==> src/rtl/console_pkg.sv <==
package console_pkg;

    // Bit positions inside a control word
    localparam int unsigned RDY_BIT = 0;
    localparam int unsigned IE_BIT  = 1;

    // Register picked by the address decoder
    typedef enum logic [2:0] {
        SEL_NONE  = 3'd0,
        SEL_KCTRL = 3'd1,
        SEL_KDATA = 3'd2,
        SEL_DCTRL = 3'd3,
        SEL_DDATA = 3'd4
    } reg_sel_e;

endpackage

==> src/rtl/console_addr_decode.sv <==
module console_addr_decode
    import console_pkg::*;
#(
    parameter int unsigned ADDR_W    = 32,
    parameter logic [ADDR_W-1:0] BASE_ADDR = 32'hFFFF_0000,
    parameter int unsigned WIN_BYTES = 32
) (
    input  logic [ADDR_W-1:0] addr,
    output logic              in_win,
    output reg_sel_e          sel
);
    localparam int unsigned OFF_W = $clog2(WIN_BYTES);
    localparam int unsigned IDX_W = OFF_W - 2;

    logic [OFF_W-1:0] offset;
    logic [IDX_W-1:0] word_idx;

    assign offset   = addr[OFF_W-1:0];
    assign word_idx = offset[OFF_W-1:2];
    assign in_win   = (addr[ADDR_W-1:OFF_W] == BASE_ADDR[ADDR_W-1:OFF_W]);

    always_comb begin
        sel = SEL_NONE;
        if (in_win && offset[1:0] == 2'b00) begin
            if      (word_idx == IDX_W'(0)) sel = SEL_KCTRL;
            else if (word_idx == IDX_W'(1)) sel = SEL_KDATA;
            else if (word_idx == IDX_W'(2)) sel = SEL_DCTRL;
            else if (word_idx == IDX_W'(3)) sel = SEL_DDATA;
            else                            sel = SEL_NONE;
        end
    end
endmodule

==> src/rtl/console_kbd_port.sv <==
module console_kbd_port #(
    parameter int unsigned CHAR_W = 8
) (
    input  logic              clk,
    input  logic              rst_n,
    input  logic              key_valid,
    input  logic [CHAR_W-1:0] key_byte,
    input  logic              data_rd,
    input  logic              ie_wr,
    input  logic              ie_wdata,
    output logic              rdy,
    output logic              ie,
    output logic [CHAR_W-1:0] held_byte
);
    typedef struct packed {
        logic              rdy;
        logic              ie;
        logic [CHAR_W-1:0] chr;
    } kbd_state_t;

    kbd_state_t st_d, st_q;

    always_comb begin
        st_d = st_q;
        if (ie_wr)   st_d.ie  = ie_wdata;
        if (data_rd) st_d.rdy = 1'b0;
        // a fresh key wins over the consuming read
        if (key_valid) begin
            st_d.rdy = 1'b1;
            st_d.chr = key_byte;
        end
    end

    always_ff @(posedge clk) begin
        if (!rst_n) st_q <= '0;
        else        st_q <= st_d;
    end

    assign rdy       = st_q.rdy;
    assign ie        = st_q.ie;
    assign held_byte = st_q.chr;
endmodule

==> src/rtl/console_disp_port.sv <==
module console_disp_port #(
    parameter int unsigned CHAR_W = 8
) (
    input  logic              clk,
    input  logic              rst_n,
    input  logic              data_wr,
    input  logic [CHAR_W-1:0] wr_byte,
    input  logic              ack,
    input  logic              ie_wr,
    input  logic              ie_wdata,
    output logic              rdy,
    output logic              ie,
    output logic              out_valid,
    output logic [CHAR_W-1:0] out_byte
);
    typedef struct packed {
        logic              busy;
        logic              ie;
        logic [CHAR_W-1:0] chr;
    } disp_state_t;

    disp_state_t st_d, st_q;

    always_comb begin
        st_d = st_q;
        if (ie_wr) st_d.ie = ie_wdata;
        if (st_q.busy) begin
            if (ack) st_d.busy = 1'b0;
        end else if (data_wr) begin
            st_d.busy = 1'b1;
            st_d.chr  = wr_byte;
        end
    end

    always_ff @(posedge clk) begin
        if (!rst_n) st_q <= '0;
        else        st_q <= st_d;
    end

    assign rdy       = !st_q.busy;
    assign ie        = st_q.ie;
    assign out_valid = st_q.busy;
    assign out_byte  = st_q.chr;
endmodule

==> src/rtl/console_mmio_regs.sv <==
module console_mmio_regs
    import console_pkg::*;
#(
    parameter int unsigned ADDR_W    = 32,
    parameter int unsigned DATA_W    = 32,
    parameter int unsigned CHAR_W    = 8,
    parameter logic [ADDR_W-1:0] BASE_ADDR = 32'hFFFF_0000,
    parameter int unsigned WIN_BYTES = 32
) (
    input  logic              clk,
    input  logic              rst_n,
    input  logic              bus_req,
    input  logic              bus_we,
    input  logic [ADDR_W-1:0] bus_addr,
    input  logic [DATA_W-1:0] bus_wdata,
    output logic              bus_rsp,
    output logic [DATA_W-1:0] bus_rdata,
    input  logic              kbd_valid,
    input  logic [CHAR_W-1:0] kbd_byte,
    output logic              disp_valid,
    output logic [CHAR_W-1:0] disp_byte,
    input  logic              disp_ack,
    output logic              kbd_irq,
    output logic              disp_irq
);
    typedef struct packed {
        logic              rsp;
        logic [DATA_W-1:0] rdata;
    } rsp_state_t;

    logic     in_win;
    reg_sel_e sel;
    logic     acc;
    logic     kbd_data_rd, kbd_ie_wr, disp_data_wr, disp_ie_wr;
    logic     kbd_rdy, kbd_ie, disp_rdy, disp_ie;
    logic [CHAR_W-1:0] kbd_held;

    rsp_state_t rsp_d, rsp_q;

    console_addr_decode #(
        .ADDR_W(ADDR_W), .BASE_ADDR(BASE_ADDR), .WIN_BYTES(WIN_BYTES)
    ) dec_i (
        .addr(bus_addr), .in_win(in_win), .sel(sel)
    );

    assign acc          = bus_req && in_win;
    assign kbd_data_rd  = acc && !bus_we && (sel == SEL_KDATA);
    assign kbd_ie_wr    = acc &&  bus_we && (sel == SEL_KCTRL);
    assign disp_data_wr = acc &&  bus_we && (sel == SEL_DDATA);
    assign disp_ie_wr   = acc &&  bus_we && (sel == SEL_DCTRL);

    console_kbd_port #(.CHAR_W(CHAR_W)) kbd_i (
        .clk(clk), .rst_n(rst_n),
        .key_valid(kbd_valid), .key_byte(kbd_byte),
        .data_rd(kbd_data_rd),
        .ie_wr(kbd_ie_wr), .ie_wdata(bus_wdata[IE_BIT]),
        .rdy(kbd_rdy), .ie(kbd_ie), .held_byte(kbd_held)
    );

    console_disp_port #(.CHAR_W(CHAR_W)) disp_i (
        .clk(clk), .rst_n(rst_n),
        .data_wr(disp_data_wr), .wr_byte(bus_wdata[CHAR_W-1:0]),
        .ack(disp_ack),
        .ie_wr(disp_ie_wr), .ie_wdata(bus_wdata[IE_BIT]),
        .rdy(disp_rdy), .ie(disp_ie),
        .out_valid(disp_valid), .out_byte(disp_byte)
    );

    always_comb begin
        rsp_d       = rsp_q;
        rsp_d.rsp   = acc;
        rsp_d.rdata = '0;
        if (acc && !bus_we) begin
            unique case (sel)
                SEL_KCTRL: begin
                    rsp_d.rdata[RDY_BIT] = kbd_rdy;
                    rsp_d.rdata[IE_BIT]  = kbd_ie;
                end
                SEL_KDATA: rsp_d.rdata[CHAR_W-1:0] = kbd_held;
                SEL_DCTRL: begin
                    rsp_d.rdata[RDY_BIT] = disp_rdy;
                    rsp_d.rdata[IE_BIT]  = disp_ie;
                end
                SEL_DDATA: rsp_d.rdata[CHAR_W-1:0] = disp_byte;
                default:   rsp_d.rdata = '0;
            endcase
        end
    end

    always_ff @(posedge clk) begin
        if (!rst_n) rsp_q <= '0;
        else        rsp_q <= rsp_d;
    end

    assign bus_rsp   = rsp_q.rsp;
    assign bus_rdata = rsp_q.rdata;
    assign kbd_irq   = kbd_rdy && kbd_ie;
    assign disp_irq  = disp_rdy && disp_ie;
endmodule

==> config.mk <==
export PLATFORM = sky130hd
export DESIGN_NAME = console_mmio_regs
export DESIGN_NICKNAME = d
export VERILOG_FILES = /design/src/rtl/console_pkg.sv /design/src/rtl/console_addr_decode.sv /design/src/rtl/console_kbd_port.sv /design/src/rtl/console_disp_port.sv /design/src/rtl/console_mmio_regs.sv
export SDC_FILE = /design/constraint.sdc
export NUM_CORES = 1
export LEC_CHECK = 0
export BUFFER_PORTS_ARGS = -buffer_cell sky130_fd_sc_hd__buf_2
export CORE_ASPECT_RATIO = 1.4
export CORE_UTILIZATION = 41
export DETAILED_ROUTE_END_ITERATION = 10
export MAX_ROUTING_LAYER = met4
export PLACE_DENSITY = 0.92
export SLEW_MARGIN = 15
export SYNTH_ARGS = -nofsm -noshare
export SYNTH_HDL_FRONTEND = slang
export SYNTH_SLANG_ARGS = --single-unit
==> constraint.sdc <==
create_clock -name clk -period 3.6 [get_ports clk]
set_clock_uncertainty 0.1 [all_clocks]
set_input_delay 0.36 -clock clk [delete_from_list [all_inputs] [get_ports clk]]
set_output_delay 0.36 -clock clk [all_outputs]
set_load 0.01 [all_outputs]
; ---- Word level (Yosys, flattened, before mapping)
; Cells that the tools add are included.
[totals]
regBits = 53
inputBits = 78
elab_cells = 47
[classes]
n_eq_ne = 8
n_mux = 12
n_bitwise = 1
reduce_logical = 17
[op_table]
columns = cell, count
row1 = "27-bit equality test, second input constant", 1
row2 = 3-bit two-way mux, 5
row3 = "3-bit by 2-bit equality test with 1-bit output, second input constant", 4
row4 = 6-bit case mux with 2 select lines, 1
row5 = 1-bit logical AND, 10
row6 = 2-bit case mux with 4 select lines, 1
row7 = "3-bit by 1-bit equality test with 1-bit output, second input constant", 2
row8 = 1-bit two-way mux, 5
row9 = 2-bit AND reduction, 2
row10 = "3-bit equality test, second input constant", 1
row11 = 3-bit zero test, 1
row12 = 1-bit zero test, 2
row13 = 2-bit zero test, 1
row14 = 2-bit nonzero test, 1
row15 = 1-bit NOT, 1

; ---- Longest topological paths before layout
[logic_depth]
word_depth = 10
ltp_mapped = 5

; ---- Cells and area by module
; From an unflattened synthesis, not the netlist that was laid out.
[hier_totals]
cells_unflattened = 166
hier_area_um2 = 1559.0
[by_module_without_submodules]
columns = mod, n_inst, cells_per_inst, area_each_um2, seq_area_each_um2
row1 = console_mmio_regs, 1, 76, 650.6, 180.2
row2 = console_disp_port, 1, 43, 416.6, 200.2
row3 = console_kbd_port, 1, 31, 371.6, 200.2
row4 = console_addr_decode, 1, 16, 120.1, 0.0

; ---- Worst setup path before layout
; Ideal clock, no wire load.
[synth_path]
kind = in2reg
startpoint = input port bus_addr[12]
endpoint = register disp_i.st_q (netlist bit disp_i.out_byte[0])
setup_ns = 0.120
arrival_ns = 1.632
t_required_ns = 3.380
path_slack_ns = 1.748
cell_stages = 5
n_path_buf = 1
cell_sequence = or4_4 nor4_4 nand4_1 buf_4 mux2i_1
[synth_via]
elab_chain_cells = 6
elab_cells_between_ends = 8
classes_between = eq/ne: 2 / mux: 1 / reduce/logical: 5
[synth_lines]
columns = item, line_no
row1 = from (decl), console_mmio_regs.sv:14  ; input logic [ADDR_W-1:0] bus_addr,
row2 = 27-bit equality test (*), console_addr_decode.sv:20  ; assign in_win = (addr[ADDR_W-1:OFF_W] == BASE_ADDR[ADDR_W-1:OFF_W]);
row3 = 1-bit logical AND, console_addr_decode.sv:24  ; if (in_win && offset[1:0] == 2'b00) begin
row4 = 3-bit two-way mux, console_addr_decode.sv:24
row5 = 3-bit equality test, console_mmio_regs.sv:49  ; assign disp_data_wr = acc && bus_we && (sel == SEL_DDATA);
row6 = 1-bit logical AND (*), console_mmio_regs.sv:49
row7 = 2-bit AND reduction (no source line) (*), n/a
row8 = to (signal assigned), console_disp_port.sv:37  ; else st_q <= st_d;
row9 = to (decl), console_disp_port.sv:22  ; disp_state_t st_d, st_q;
; Mark *: on every way between the ends. The rest lies on a longest branch, timed or not.
; A chain may end at the register's enable or synchronous reset.

; ---- Worst setup path after layout
[layout_path]
startpoint = input port bus_addr[1]
endpoint = register disp_i.st_q (netlist bit disp_i.out_byte[7])
[layout_via]
elab_chain_cells = 6
[layout_lines]
columns = item, line_no
row1 = 2-bit zero test, console_addr_decode.sv:24
row2 = 1-bit logical AND, console_addr_decode.sv:24
row3 = 3-bit two-way mux, console_addr_decode.sv:24
row4 = 3-bit equality test, console_mmio_regs.sv:49
row5 = 1-bit logical AND, console_mmio_regs.sv:49
row6 = 2-bit AND reduction (no source line), n/a
; Every way passes these cells.

==> impl_results.md <==
- Outcome: complete, no violations
- Mean Syn Cell Area: about 9.4 um2
- Post-CTS Resized: 0
- Synth Warn #: 0
- Post-CTS Setup Repair Bufs: 0
- CTS tree: yes
- H-tree levels: 2
- Num CTS Buffers: 5
- CP Data Required Time: between 3 and 4 ns
- Grt ovf: 0
- Worst setup EP type: flip-flop
- Crit path launch: bus_addr[1]
- Final setup violation count: 0
- First-pass DRT Iterations: 4
- Area contributors post-synth: dfxtp_1 (40%), mux2i_1 (17%), buf_4 (13%)
- Maxcap violations: 0
- Reg-to-Reg Start: disp_i.out_valid$_SDFF_PN0_
- Routed via count: between 1000 and 1500
- Worst skew pair latency: 0.28 ns
- Worst r2r path cells: 3
- Max IR drop VDD: a little over 0.3 mV
- Post-synth top cells: dfxtp_1 (29), buf_4 (25), mux2i_1 (24)
- Tot GR Track Use: approximately 20%
- Die width: roughly 52 um
- Worst reg2reg setup slack: around 2 ns
- Final setup TNS: 0 ns
- Worst Hold Class: input pin to flip-flop
- Residual DRC: 0
- Root Buffer: clkbuf_8
- Synth Flop Type: dfxtp_1
- Ports: between 100 and 150
- Layout area overhead: 27.5%
- Syn Inst Count: roughly 150
- Final Cycle Share: between 60% and 70%
- Share of the yosys chip area belonging to registers: around two fifths
- Routed WL per cell: 12.4 um
- Share of cells above drive strength 1: ~37%
- Layout Cells excl Fill: approximately 270
- Most numerous cell in the Yosys netlist: dfxtp_1
- Post-CTS Hold Fix Bufs: 0
- # diodes: 0
- FMAX: ~440 MHz
- Top cell type by total area after synthesis: dfxtp_1
- Crit path time final: about 2.3 ns
- Largest net degree at the start of global routing: 21
- Post-Place Cells: 260
- Height of the die: approximately 70 um
- Placement row count: 25
- Synthesized flop and latch total: 29
- PwrDens: 381 mW/mm2
- Routability cong.: 0.700
- Final Total Pwr: 0.700 mW
- First-pass GRT wire length: 5260 um
- CP cell instances: buf_2 > or4b_1 > nor4_1 > nand4_1 > mux2i_1
- CTS sink count: 29
- Initial Utilization: between 40% and 50%
- Initial antenna violation count: 0
- Syn Std Cell Area: between 0.001 and 0.0015 mm2
- Startpoint Class: input pin
- Slowest-stage cell, CP: nand4_1
- Min-delay src: kbd_byte[7]
- Max clock buf depth: 2
- Asr flop ratio synth: 0%
- Crit path largest cell delay: between 0.6 and 0.7 ns
- RSZ-0062 raised after global routing: false
- R2R Path End: disp_i.out_byte[7]$_SDFFE_PN0P_
- DR iter-0 viols: 8
- Setup WS pre-CTS: 1.00 ns
- Vias in the first global route: around 1200
- Static leakage: 0.983 nW
- EDFF count, synth: 0
- Antenna Nets Post-Route: 0
- Post-DP HPWL: 2560 um
- Drt total wl: between 3000 and 4000 um
- Worst-margin pin slew: roughly 0.67 ns
- Nets: ~310
- Slew margin rel.: a little under three fifths
- Fin. max-slew vios: 0
- Top cell type's share of synthesized area: 40.3%
- Area of the die: between 0.003 and 0.004 mm2
- Critical Path AT: ~2.4 ns
- Core area: approximately 0.0034 mm2
- Final WS setup: between 1 and 1.5 ns
- Final Hold Viols: 0
- Count of cell types in the netlist: 30
- Worst Hold Depth: 3
- Hold Path End: kbd_i.held_byte[7]$_SDFFE_PN0P_
- CTS clk-pin slew, worst paths: 0.06 ns
- IO Port Bufs: 73
- Via density: about 4.7
- Critical path class: input pin to flip-flop
- Max FO, Critical Path: 9
- Post-layout utilization of the core: a little over half
[placed cells by master (no fill, tap or decap), drive strengths merged, types with 2 or more instances in the layout]
cell / synthesis / final
buf: 26 / 73
dfxtp: 29 / 29
mux2i: 24 / 24
conb: 1 / 24
nand2: 18 / 18
nor2: 16 / 16
clkbuf: 4 / 7
nor2b: 4 / 4
nand4: 4 / 4
nor4: 3 / 3
and2: 2 / 2
nor3: 2 / 2
nand4bb: 2 / 2
nand4b: 2 / 2
nand3: 2 / 2
a21oi: 2 / 2
a211oi: 2 / 2
clkinv: 1 / 2
[routing by layer]
layer  wire [um]  track usage [%]
met1        1260             19.7
met2        1740             34.2
met3         209             6.29
met4          93             9.91
met5           0                -
[critical path: cells and delay by family]
family	cells	cell delay [ns]
buffers and inverters	1	0.10
AND/OR/NAND/NOR	3	1.53
multiplexers	1	0.36
[area by class of cell]
cell class	instances	area [um2]
tap	40	50.0
timing repair buffer	73	365
inverter	1	3.75
multi-input combinational	117	736
clock inverter	1	5.00
fill	322	1540
sequential	29	581
clock buffer	7	96.3
[kinds of logic after synthesis]
| logic type | share of synthesized area, % |
|---|---|
| AO/OA/AOI/OAI | 2.52 |
| multiplexers | 18.2 |
| buffers and inverters | 14.6 |
| other | 0.260 |
| flip-flops | 40.3 |
| AND/OR/NAND/NOR | 24.1 |
[power by group]
group | leakage [nW] | total (mW) | internal, mW | switching, mW
clock network | 0.0542 | 0.295 | 0.172 | 0.123
registers | 0.235 | 0.330 | 0.327 | 0.00270
logic | 0.693 | 0.0752 | 0.0348 | 0.0404
total | 0.983 | 0.700 | 0.534 | 0.166
[through the flow]
step | hold WS (ns) | instance area, um2
detailed placement | 0.375 | 1740
CTS | 0.207 | 1840
global placement | 0.362 | 1740
finish | 0.216 | 1840
floorplan | 0.344 | 1530
global route | 0.215 | 1840
[sequential cells by signal, indices dropped and copies added, names as in the netlist]
register / count
bus_rdata: 8
kbd_i.rdy: 1
bus_rsp: 1
kbd_i.ie: 1
disp_i.out_byte: 8
disp_i.out_valid: 1
kbd_i.held_byte: 8
disp_i.ie: 1
[worst max-delay path by stage]
| stage | endpoint | slack (ns) | depth (start not counted) |
|---|---|---|---|
| 6_report | disp_i.out_byte[7]$_SDFFE_PN0P_ | 1.35 | 5 |
| 3_5_place_dp | disp_i.out_byte[7]$_SDFFE_PN0P_ | 1.00 | 5 |
| 3_3_place_gp | disp_i.out_byte[4]$_SDFFE_PN0P_ | 1.10 | 5 |
| 4_1_cts | disp_i.out_byte[7]$_SDFFE_PN0P_ | 1.31 | 5 |
| 5_1_grt | disp_i.out_byte[7]$_SDFFE_PN0P_ | 1.18 | 5 |
| 2_1_floorplan | disp_i.out_byte[0]$_SDFFE_PN0P_ | 1.75 | 5 |
Note: power is estimated with default switching activity, not from simulation.
